**src/rtl/ccd_timing_gen.sv**
```systemverilog
module ccd_timing_gen #(
  parameter int LINE_BITS   = 780,
  parameter int FRAME_LINES = 525,
  parameter int H_DUMMY     = 16,
  parameter int H_OB_LEAD   = 2,
  parameter int H_ACTIVE    = 659,
  parameter int H_OB_TRAIL  = 34,
  parameter int V_DUMMY     = 4,
  parameter int V_OB_LEAD   = 8,
  parameter int V_ACTIVE    = 494,
  parameter int V_OB_TRAIL  = 2,
  parameter int READ_LINE   = 524,
  parameter int RD_A_START  = 276,
  parameter int RD_B_START  = 399,
  parameter int RD_WIDTH    = 62,
  parameter int VX_EDGE [8] = '{712, 720, 728, 736, 744, 752, 760, 768}
) (
  input  logic       clk,
  input  logic       rst,
  input  logic       start,
  output logic       hd,
  output logic       vd,
  output logic       h_en,
  output logic       rg_en,
  output logic [1:0] vph1,
  output logic [1:0] vph2,
  output logic [1:0] vph3,
  output logic [1:0] vph4,
  output logic [3:0] region,
  output logic [1:0] pix_color
);

  localparam int HW      = $clog2(LINE_BITS);
  localparam int VW      = $clog2(FRAME_LINES);
  localparam int H_OB0   = H_DUMMY;
  localparam int H_ACT0  = H_OB0 + H_OB_LEAD;
  localparam int H_OB1   = H_ACT0 + H_ACTIVE;
  localparam int H_SHIFT = H_OB1 + H_OB_TRAIL;
  localparam int V_OB0   = V_DUMMY;
  localparam int V_ACT0  = V_OB0 + V_OB_LEAD;
  localparam int V_OB1   = V_ACT0 + V_ACTIVE;
  localparam int V_USED  = V_OB1 + V_OB_TRAIL;

  localparam logic [1:0] LV_LOW  = 2'b00;
  localparam logic [1:0] LV_MID  = 2'b01;
  localparam logic [1:0] LV_HIGH = 2'b10;
  localparam logic [1:0] C_R     = 2'b00;
  localparam logic [1:0] C_G     = 2'b01;
  localparam logic [1:0] C_B     = 2'b10;
  localparam logic [1:0] C_NONE  = 2'b11;
  localparam logic [3:0] IDLE_MASK = 4'b0011;

  function automatic logic [3:0] seg_mask(input int k);
    case (k)
      0:       seg_mask = 4'b0111;
      1:       seg_mask = 4'b0110;
      2:       seg_mask = 4'b1110;
      3:       seg_mask = 4'b1100;
      4:       seg_mask = 4'b1101;
      5:       seg_mask = 4'b1001;
      default: seg_mask = 4'b1011;
    endcase
  endfunction

  logic          run;
  logic [HW-1:0] hcnt;
  logic [VW-1:0] vcnt;
  int            hpos, vpos;

  assign hpos = int'(hcnt);
  assign vpos = int'(vcnt);

  wire h_last = hcnt == HW'(LINE_BITS - 1);
  wire v_last = vcnt == VW'(FRAME_LINES - 1);

  always_ff @(posedge clk) begin
    if (rst) begin
      run  <= 1'b0;
      hcnt <= '0;
      vcnt <= '0;
    end else if (!run) begin
      run  <= start;
      hcnt <= '0;
      vcnt <= '0;
    end else begin
      hcnt <= h_last ? '0 : hcnt + 1'b1;
      if (h_last) vcnt <= v_last ? '0 : vcnt + 1'b1;
    end
  end

  wire c_dummy = hpos < H_OB0;
  wire c_ob    = (hpos >= H_OB0 && hpos < H_ACT0) || (hpos >= H_OB1 && hpos < H_SHIFT);
  wire c_blank = hpos >= H_SHIFT;
  wire r_dummy = vpos < V_OB0;
  wire r_ob    = (vpos >= V_OB0 && vpos < V_ACT0) || (vpos >= V_OB1 && vpos < V_USED);
  wire r_blank = vpos >= V_USED;
  wire readout = vpos == READ_LINE;

  logic [3:0] reg_n;
  always_comb begin
    if (c_blank || r_blank)      reg_n = 4'b1000;
    else if (c_dummy || r_dummy) reg_n = 4'b0001;
    else if (c_ob || r_ob)       reg_n = 4'b0010;
    else                         reg_n = 4'b0100;
  end

  logic       vx_on;
  logic [3:0] vx_mask;
  always_comb begin
    vx_on   = 1'b0;
    vx_mask = IDLE_MASK;
    for (int k = 0; k < 7; k++) begin
      if (hpos >= VX_EDGE[k] && hpos < VX_EDGE[k+1]) begin
        vx_on   = 1'b1;
        vx_mask = seg_mask(k);
      end
    end
  end

  wire in_rd_a = hpos >= RD_A_START && hpos < RD_A_START + RD_WIDTH;
  wire in_rd_b = hpos >= RD_B_START && hpos < RD_B_START + RD_WIDTH;

  wire [3:0] on_mask = readout ? IDLE_MASK : vx_mask;
  wire [3:0] hi_mask = readout ? {1'b0, in_rd_b, 1'b0, in_rd_a} : 4'b0000;
  logic [7:0] lvl_n;

  for (genvar i = 0; i < 4; i++) begin : g_phase
    assign lvl_n[2*i +: 2] = hi_mask[i] ? LV_HIGH : (on_mask[i] ? LV_MID : LV_LOW);
  end

  wire shift_n = !c_blank && !readout && !vx_on;

  logic [1:0] col_n;
  wire row_odd = ((vpos - V_ACT0) % 2) != 0;
  wire col_odd = ((hpos - H_ACT0) % 2) != 0;
  always_comb begin
    if (!reg_n[2])    col_n = C_NONE;
    else if (row_odd) col_n = col_odd ? C_G : C_R;
    else              col_n = col_odd ? C_B : C_G;
  end

  always_ff @(posedge clk) begin
    if (rst || !run) begin
      hd        <= 1'b0;
      vd        <= 1'b0;
      h_en      <= 1'b0;
      rg_en     <= 1'b0;
      vph1      <= LV_LOW;
      vph2      <= LV_LOW;
      vph3      <= LV_LOW;
      vph4      <= LV_LOW;
      region    <= 4'b0000;
      pix_color <= C_NONE;
    end else begin
      hd        <= hcnt == '0;
      vd        <= hcnt == '0 && vcnt == '0;
      h_en      <= shift_n;
      rg_en     <= shift_n;
      vph1      <= lvl_n[1:0];
      vph2      <= lvl_n[3:2];
      vph3      <= lvl_n[5:4];
      vph4      <= lvl_n[7:6];
      region    <= reg_n;
      pix_color <= col_n;
    end
  end

  p_hd_single_r3: assert property (@(posedge clk) disable iff (rst) hd |=> !hd);
  p_line_wrap_r3: assert property (@(posedge clk) disable iff (rst) (run && h_last) |=> hcnt == '0);
  p_vd_with_hd_r4: assert property (@(posedge clk) disable iff (rst) vd |-> hd);
  p_region_onehot_r7: assert property (@(posedge clk) disable iff (rst) $onehot0(region));
  p_shift_idle_phases_r8: assert property (@(posedge clk) disable iff (rst)
    h_en |-> (vph1 == LV_MID && vph2 == LV_MID && vph3 == LV_LOW && vph4 == LV_LOW));
  p_en_pair_r8: assert property (@(posedge clk) disable iff (rst) h_en == rg_en);
  p_even_never_high_r10: assert property (@(posedge clk) disable iff (rst)
    vph2 != LV_HIGH && vph4 != LV_HIGH);
  p_no_bad_code_r11: assert property (@(posedge clk) disable iff (rst)
    vph1 != 2'b11 && vph2 != 2'b11 && vph3 != 2'b11 && vph4 != 2'b11);
  p_color_eff_r12: assert property (@(posedge clk) disable iff (rst)
    (pix_color != C_NONE) == region[2]);
  p_reset_idle_r13: assert property (@(posedge clk) $past(rst) |-> (!hd && region == 4'b0000));

endmodule

```
**config.mk**
```make
export PLATFORM = sky130hd
export DESIGN_NAME = ccd_timing_gen
export DESIGN_NICKNAME = d
export VERILOG_FILES = /design/src/rtl/ccd_timing_gen.sv
export SDC_FILE = /design/constraint.sdc
export NUM_CORES = 1
export LEC_CHECK = 0
export ABC_CLOCK_PERIOD_IN_PS = 3700
export BUFFER_PORTS_ARGS = -buffer_cell sky130_fd_sc_hd__buf_2
export CORE_MARGIN = 2
export CORE_UTILIZATION = 60
export DETAILED_ROUTE_END_ITERATION = 8
export PLACE_DENSITY = 0.83
export SLEW_MARGIN = 0
export SYNTH_ARGS = -nofsm -noshare
export SYNTH_HDL_FRONTEND = slang
export SYNTH_SLANG_ARGS = --single-unit
```
**constraint.sdc**
```tcl
create_clock -name clk -period 3.7 [get_ports clk]
set_clock_uncertainty 0.1 [all_clocks]
set_input_delay 1.11 -clock clk [delete_from_list [all_inputs] [get_ports clk]]
set_output_delay 1.11 -clock clk [all_outputs]
set_load 0.01 [all_outputs]
```
==> out/qor.csv, run 1 <==
metric,value,unit
share of the synthesized area in the top cell type,39.9,%
"synthesized-area fraction occupied by ao, oa, aoi and oai cells",13.3,%
layout overhead on the synthesized area,6.30,%
GR Util met3,7.03,%
area share of xor/xnor cells in the synthesized design,4.36,%
DRC marker count from the first detailed-route iteration,68,
unrepaired setup endpoints after global routing,no,
startpoint of the worst-slack reg-to-reg timing path,hcnt[4],
aggregate global-route resource usage,24.7,%
maximum clock frequency,0.406,GHz
Placement Rows,19,
number of storage elements in the synthesis netlist,36,
largest cells by area after synthesis,"dfxtp_1 40%, nor2_1 5.2%, ha_1 4.8%",
"Hold Vio Cnt, Final",0,
Main synth FF type,dfxtp_1,
final count of negative-setup-slack endpoints,0,
Fin Setup TNS,0,ns
Worst setup SP type,flip-flop,
count of different cell masters after synthesis,49,
met1 global-route usage,31.1,%
"Arr. time, crit path",2.64,ns
largest area contributor in the synthesized netlist,dfxtp_1,
Max Cap Viol,0,
total leakage power,0.709,nW
met2 usage,38.9,%
Top Ports,21,
maximum count of clock buffers along a single path,2,
hold-critical path endpoint,run,
main combinational cell family by area after synthesis,simple AND/OR/NAND/NOR gates,
Required @ worst endpoint,3.88,ns
clock edge transition at the registers on the reported setup and hold paths,0.10,ns
outcome,"finished, violations left",
warning count from the yosys run,0,
Port Buffers,18,
Max IR drop VDD,187,uV
Sink Count,36,
Hold Path Depth,2,
number of antenna violations at the first check in global routing,0,
Crit Path Class,flip-flop to flip-flop,
area share of and/or/nand/nor cells after synthesis,30.3,%
HPWL Detailed,2.73,mm
fraction of layout instances using a drive strength above 1,13.5,%
share of async-settable or async-resettable flops after synthesis,0,%
wire length of the first global-routing pass,6.40,mm
vias in the first global route,1452,
number of buffers added by the clock tree synthesis step,5,
fin. max-slew vios,0,
cell count after synthesis,215,
largest net degree at the start of global routing,19,
start point of the worst hold path,run,
worst hold-check path type,flip-flop to flip-flop,
post-route worst setup slack,1.24,ns
starting density of the core,64.4,%
GRT busiest layer,met2,
first drt pass iteration count,6,
remaining global-route overflow,0,
Core ar.,2810,um2
clock tree from TritonCTS,built,
remaining antenna violation count after routing,0,
clock latency of the later-clocked register in the worst-skew pair,0.34,ns
violations in the final reports,design-rule violations,
transition time of the tightest slew-check pin,0.841,ns
crit end category,flip-flop,
vertical die dimension,58.9,um
sequential area share after synthesis,39.9,%
GP Congestion,0.877,
count of cells resized by post-cts repair,0,
Routed WL per cell,15.1,um
number of levels in the clock H-tree,2,
post-route insts no fill,254,
Mapped Area,1810,um2
number of design rule violations left after detail routing,3,
post-CTS setup repair buffer count,0,
share of synthesized area spent on multiplexers,0.554,%
via count,1607,
die area,3470,um2
routed via count divided by cell count,6.33,
final layout net count,233,
floorplan die width,58.9,um
register-to-register path setup slack,1.24,ns
maximum fanout along the worst path,17,
fraction of the mapped netlist area in adder cells,4.85,%
antenna diode count,0,
r2r worst-path depth,4,
placement-stage worst setup slack,0.966,ns
placed insts,247,
final routed wirelength across all metal layers,3.84,mm
RR Endpoint,vcnt[3],
power per unit of standard cell area,337,nW/um2
Post-Syn Area per Cell,8.40,um2
worst relative slew slack,43.5,%
number of flops mapped to enable cells by yosys,0,
total of hold buffers inserted after clock tree synthesis,0,
share of the clock period used by the worst path after layout,66.5,%
Root Driver,clkbuf_4,
final worst path period need,2.46,ns
cells in the final DEF, fill, tap and decap left out, types with 7 or more instances in the layout:
| master | count |
|---|---|
| dfxtp_1 | 36 |
| a21oi_1 | 12 |
| nor3_1 | 8 |
| o21ai_0 | 7 |
| buf_2 | 18 |
| nand3_1 | 11 |
| nor2_1 | 25 |
| xnor2_1 | 7 |
| nand2_1 | 14 |
| ha_1 | 7 |
| inv_1 | 7 |
flip-flops by register name, summed over array words and instances (netlist names):
name	cells
hcnt	10
vcnt	10
region	4
pix_color	2
vph1	2
vph3	2
hd	1
rg_en	1
run	1
vd	1
vph2	1
vph4	1
cell usage after synthesis, drive strengths merged (4+ instances only):
master	number
nand3	11
and4	5
nor2	25
ha	7
a21oi	12
o21ai	7
inv	7
nand2	14
xnor2	7
nor4	4
clkbuf	13
and3	5
nor3	8
or4	5
or3	5
dfxtp	36
buf	6
per-stage QoR:
| stage | hold WS, ns | instance area (um2) | utilization, % | power, mW |
|---|---|---|---|---|
| final | 0.396 | 1920 | 68.5 | 0.647 |
| after global routing | 0.418 | 1920 | 68.5 | 0.669 |
| after CTS | 0.402 | 1920 | 68.5 | 0.651 |
| after detailed placement | 0.380 | 1860 | 66.1 | 0.427 |
| after global placement | 0.368 | 1860 | 66.1 | 0.427 |
| after floorplan | 0.353 | 1810 | - | 0.420 |
worst max path at each step:
| stage | start | to | slack [ns] | depth (start not counted) |
|---|---|---|---|---|
| after floorplan | rst | pix_color[0] | 1.20 | 5 |
| after global placement | rst | pix_color[1] | 1.03 | 6 |
| after detailed placement | rst | pix_color[0] | 0.97 | 6 |
| after CTS | hcnt[0] | vcnt[3] | 1.26 | 5 |
| after global routing | hcnt[0] | vcnt[7] | 1.11 | 5 |
| final | hcnt[4] | vcnt[3] | 1.24 | 4 |
layer usage:
layer / part of all wire, % / up-vias / routed length (um)
met5: 0 / - / 0
met4: 1.5 / 0 / 56
met3: 8.4 / 8 / 321
met2: 48 / 71 / 1840
met1: 42 / 743 / 1620
li1: - / 785 / -
area by class of cell:
type / count / area (um2)
Multi-Input combinational cell: 154 / 972
Fill cell: 234 / 885
Sequential cell: 36 / 721
Timing Repair Buffer: 19 / 97.6
Clock buffer: 7 / 65.1
Tap cell: 31 / 38.8
Inverter: 7 / 26.3
where the power goes:
| group | total, mW | internal [mW] | switching, mW | leakage [nW] |
|---|---|---|---|---|
| clock | 0.229 | 0.108 | 0.121 | 0.0374 |
| sequential | 0.395 | 0.392 | 0.00303 | 0.292 |
| combinational | 0.0228 | 0.00901 | 0.0138 | 0.380 |
| total | 0.647 | 0.509 | 0.138 | 0.709 |
kinds of logic (layout without fill, tap and decap cells):
logic type	after synthesis	after routing
mux	1	1
compound gates	37	37
simple gates	98	98
other cells	1	2
flops	36	36
xor+xnor	9	9
buf+inv	26	33
fa+ha+maj	7	7
worst max-delay path, stage by stage (launching register included):
cell	delay, ns
dfxtp_1	0.51
or3_4	0.42
or4b_1	0.76
or3_1	0.43
a31oi_1	0.16
(Power assumes the default switching activity.)
==> run 2: changes to the inputs <==
Settings changed: ABC_AREA from default to 1, ABC_CLOCK_PERIOD_IN_PS 3700 to 2000, CORE_UTILIZATION 60 to 52, PLACE_DENSITY 0.83 to 0.76.
Clock period 3.7 ns to 2 ns, I/O delays scaled along.
==> run 2 against run 1 <==
The run now ends clean. Non-clock buffer count rose by 2. Total power grew 100%. Clock-buffer cell count increased by 1. Register-to-register slack got worse by 1.0 ns. Synthesized cell count up 35%. Combinational power grew 140%. Worst hold slack lost 0.024 ns. Cell count is 42% higher. Via count is 18% higher. Wire length increased by 18%. Area after synthesis up 12%. Largest power group unchanged.
==> out/qor.csv, run 2 <==
metric,value,unit
outcome,"finished, final reports clean",
fraction of layout instances using a drive strength above 1,17.9,%
Max Cap Viol,0,
sequential area share after synthesis,35.5,%
final worst path period need,1.77,ns
number of buffers added by the clock tree synthesis step,5,
register-to-register path setup slack,0.23,ns
Gate power share,4.1,%
antenna diode count,0,
total leakage power,0.940,nW
kind of cell adding the most delay to the critical path,simple AND/OR/NAND/NOR gates,
cell count after synthesis,290,
share of async-settable or async-resettable flops after synthesis,0,%
total stage count of the critical path,8,
clock latency of the later-clocked register in the worst-skew pair,0.29,ns
number of design rule violations left after detail routing,0,
Worst setup SP type,flip-flop,
r2r worst-path depth,8,
leading post-synthesis cells by instance count,"60 x nand2_1, 40 x nor2_1, 36 x dfxtp_1",
HPWL Detailed,3.48,mm
remaining global-route overflow,0,
Worst setup endpoint,vcnt[5],
crit path launch,hcnt[0],
Mapped Area,2030,um2
maximum fanout along the worst path,11,
Top Ports,21,
number of levels in the clock H-tree,2,
die area,4420,um2
vias in the first global route,1681,
unrepaired setup endpoints after global routing,no,
largest net degree at the start of global routing,12,
Crit Path Class,flip-flop to flip-flop,
most repeated library cell on the critical path,nand2_1,
final routed wirelength across all metal layers,4.55,mm
number of storage elements in the synthesis netlist,36,
Core ar.,3720,um2
DRC marker count from the first detailed-route iteration,106,
clock tree from TritonCTS,built,
remaining antenna violation count after routing,0,
final layout net count,321,
largest cells by area after synthesis,"dfxtp_1 36%, nand2_1 11%, nor2_1 7.4%",
Port Buffers,18,
"Arr. time, crit path",1.86,ns
part of the total power dissipated in sequential elements,55.8,%
largest area contributor in the synthesized netlist,dfxtp_1,
wire length of the first global-routing pass,7.69,mm
layout overhead on the synthesized area,9.87,%
most frequent cells in the layout,"60 x nand2_1, 40 x nor2_1, 36 x dfxtp_1",
Clk pwr share,40.1,%
share of the synthesized area in the top cell type,35.5,%
maximum count of clock buffers along a single path,2,
total of hold buffers inserted after clock tree synthesis,0,
Post-Syn Area per Cell,6.99,um2
registers with the highest flip-flop counts,"hcnt (10), vcnt (10), region (4)",
Critical path buffers and inverters,1,
most frequent cell after synthesis,nand2_1,
via count,1900,
vertical die dimension,66.5,um
startpoint of the worst-slack reg-to-reg timing path,hcnt[0],
Fin Setup TNS,0,ns
number of flops mapped to enable cells by yosys,0,
maximum clock frequency,0.566,GHz
crit end category,flip-flop,
count of different cell masters after synthesis,32,
Root Driver,clkbuf_8,
Max IR drop VDD,357,uV
"Hold Vio Cnt, Final",0,
net switching power of the design,285,uW
floorplan die width,66.5,um
final count of negative-setup-slack endpoints,0,
fin. max-slew vios,0,
Sink Count,36,
worst-path cell chain,ha_2 > nand3_1 > nor3_4 > nor2_2 > inv_2 > nand2_1 > nand2_1 > nor2_1,
CP peak stage delay,0.43,ns
hold_ws,0.371,ns
clock edge transition at the registers on the reported setup and hold paths,0.07,ns
first drt pass iteration count,4,
Main synth FF type,dfxtp_1,
cell-internal power,1.02,mW
"Max stage delay cell, worst path",dfxtp_1,
Required @ worst endpoint,2.09,ns
number of antenna violations at the first check in global routing,0,
most frequent standard cell in the layout excluding fill and tap cells,nand2_1,
warning count from the yosys run,0,
Placement Rows,22,
worst hold-check path type,flip-flop to flip-flop,
share of the clock period used by the worst path after layout,88.4,%
GP Congestion,0.989,
net switching fraction of the power,21.8,%
starting density of the core,54.6,%
aggregate global-route resource usage,23.3,%
power per unit of standard cell area,588,nW/um2
RR Endpoint,vcnt[5],
Routed WL per cell,12.6,um
routed via count divided by cell count,5.28,
-- run 2: cell types whose count changed in the layout (fill, tap and decap cells not counted), moves of 6 or more --
cell / change
nand3_1: +16
nand2_1: +46
nor2_1: +15
nor2_2: +6
nand2_2: +6
inv_1: +26
xnor2_1: -7
inv_2: +6
-- run 2: how the worst min path moves through the flow --
| stage | start | endpoint | slack, ns | cells after the start |
|---|---|---|---|---|
| global placement | run | run | 0.35 | 2 |
| CTS | run | run | 0.38 | 2 |
| floorplan | run | run | 0.34 | 2 |
| detailed placement | run | run | 0.36 | 2 |
| finish | run | run | 0.37 | 2 |
| global route | rst | run | 0.41 | 2 |
-- run 2: power groups by stage --
stage | clock [mW] | sequential (mW) | combinational, mW
6_report | 0.525 | 0.731 | 0.0541
5_1_grt | 0.573 | 0.731 | 0.0604
4_1_cts | 0.542 | 0.730 | 0.0536
3_5_place_dp | 0 | 0.747 | 0.0533
3_3_place_gp | 0 | 0.747 | 0.0536
2_1_floorplan | 0 | 0.750 | 0.0364
-- run 2: repair_timing --
action | in CTS | in global routing
endpoints found under the setup margin | 0 | 1
setup buffers | 0 | 0
resized for setup | 0 | 1
-- run 2: through the flow --
| stage | worst slack, ns | std cells | power, mW | instance area (um2) | utilization (%) |
|---|---|---|---|---|---|
| 6_report | 0.232 | 360 | 1.31 | 2230 | 60.0 |
| 5_1_grt | 0.0497 | 360 | 1.36 | 2230 | 60.0 |
| 4_1_cts | 0.185 | 360 | 1.33 | 2230 | 59.9 |
| 3_5_place_dp | 0.211 | 352 | 0.800 | 2140 | 57.5 |
| 3_3_place_gp | 0.264 | 352 | 0.800 | 2140 | 57.5 |
| 2_1_floorplan | 0.424 | 291 | 0.787 | 2030 | - |
-- run 2: cell type report --
cell class	instances	area, um2
multi-input cells	207	1090
clock buffers	8	90.1
well taps	48	60.1
flip-flops and latches	36	721
repair buffers	21	113
fillers	350	1490
inverters	40	153
-- run 2: routing by layer --
layer,GRT usage (%),wire (um)
met5,0,0
met4,9.95,118
met3,5.74,438
met2,37.3,2020
met1,29.7,1970
-- run 2: cell families (layout without fill, tap and decap cells) --
family	Yosys count	count (layout)	share of synthesized area, %
buffers and inverters	48	69	10.9
AO/OA/AOI/OAI	24	24	6.23
flip-flops	36	36	35.5
AND/OR/NAND/NOR	167	167	39.8
other	1	2	0.185
adder cells (fa/ha/maj)	7	7	4.32
XOR/XNOR	7	7	3.02
-- run 2: tightest hold or removal path, stage by stage (launching register included) --
cell     delay, ns
dfxtp_1       0.33
nor2_1        0.05
nor2_1        0.06
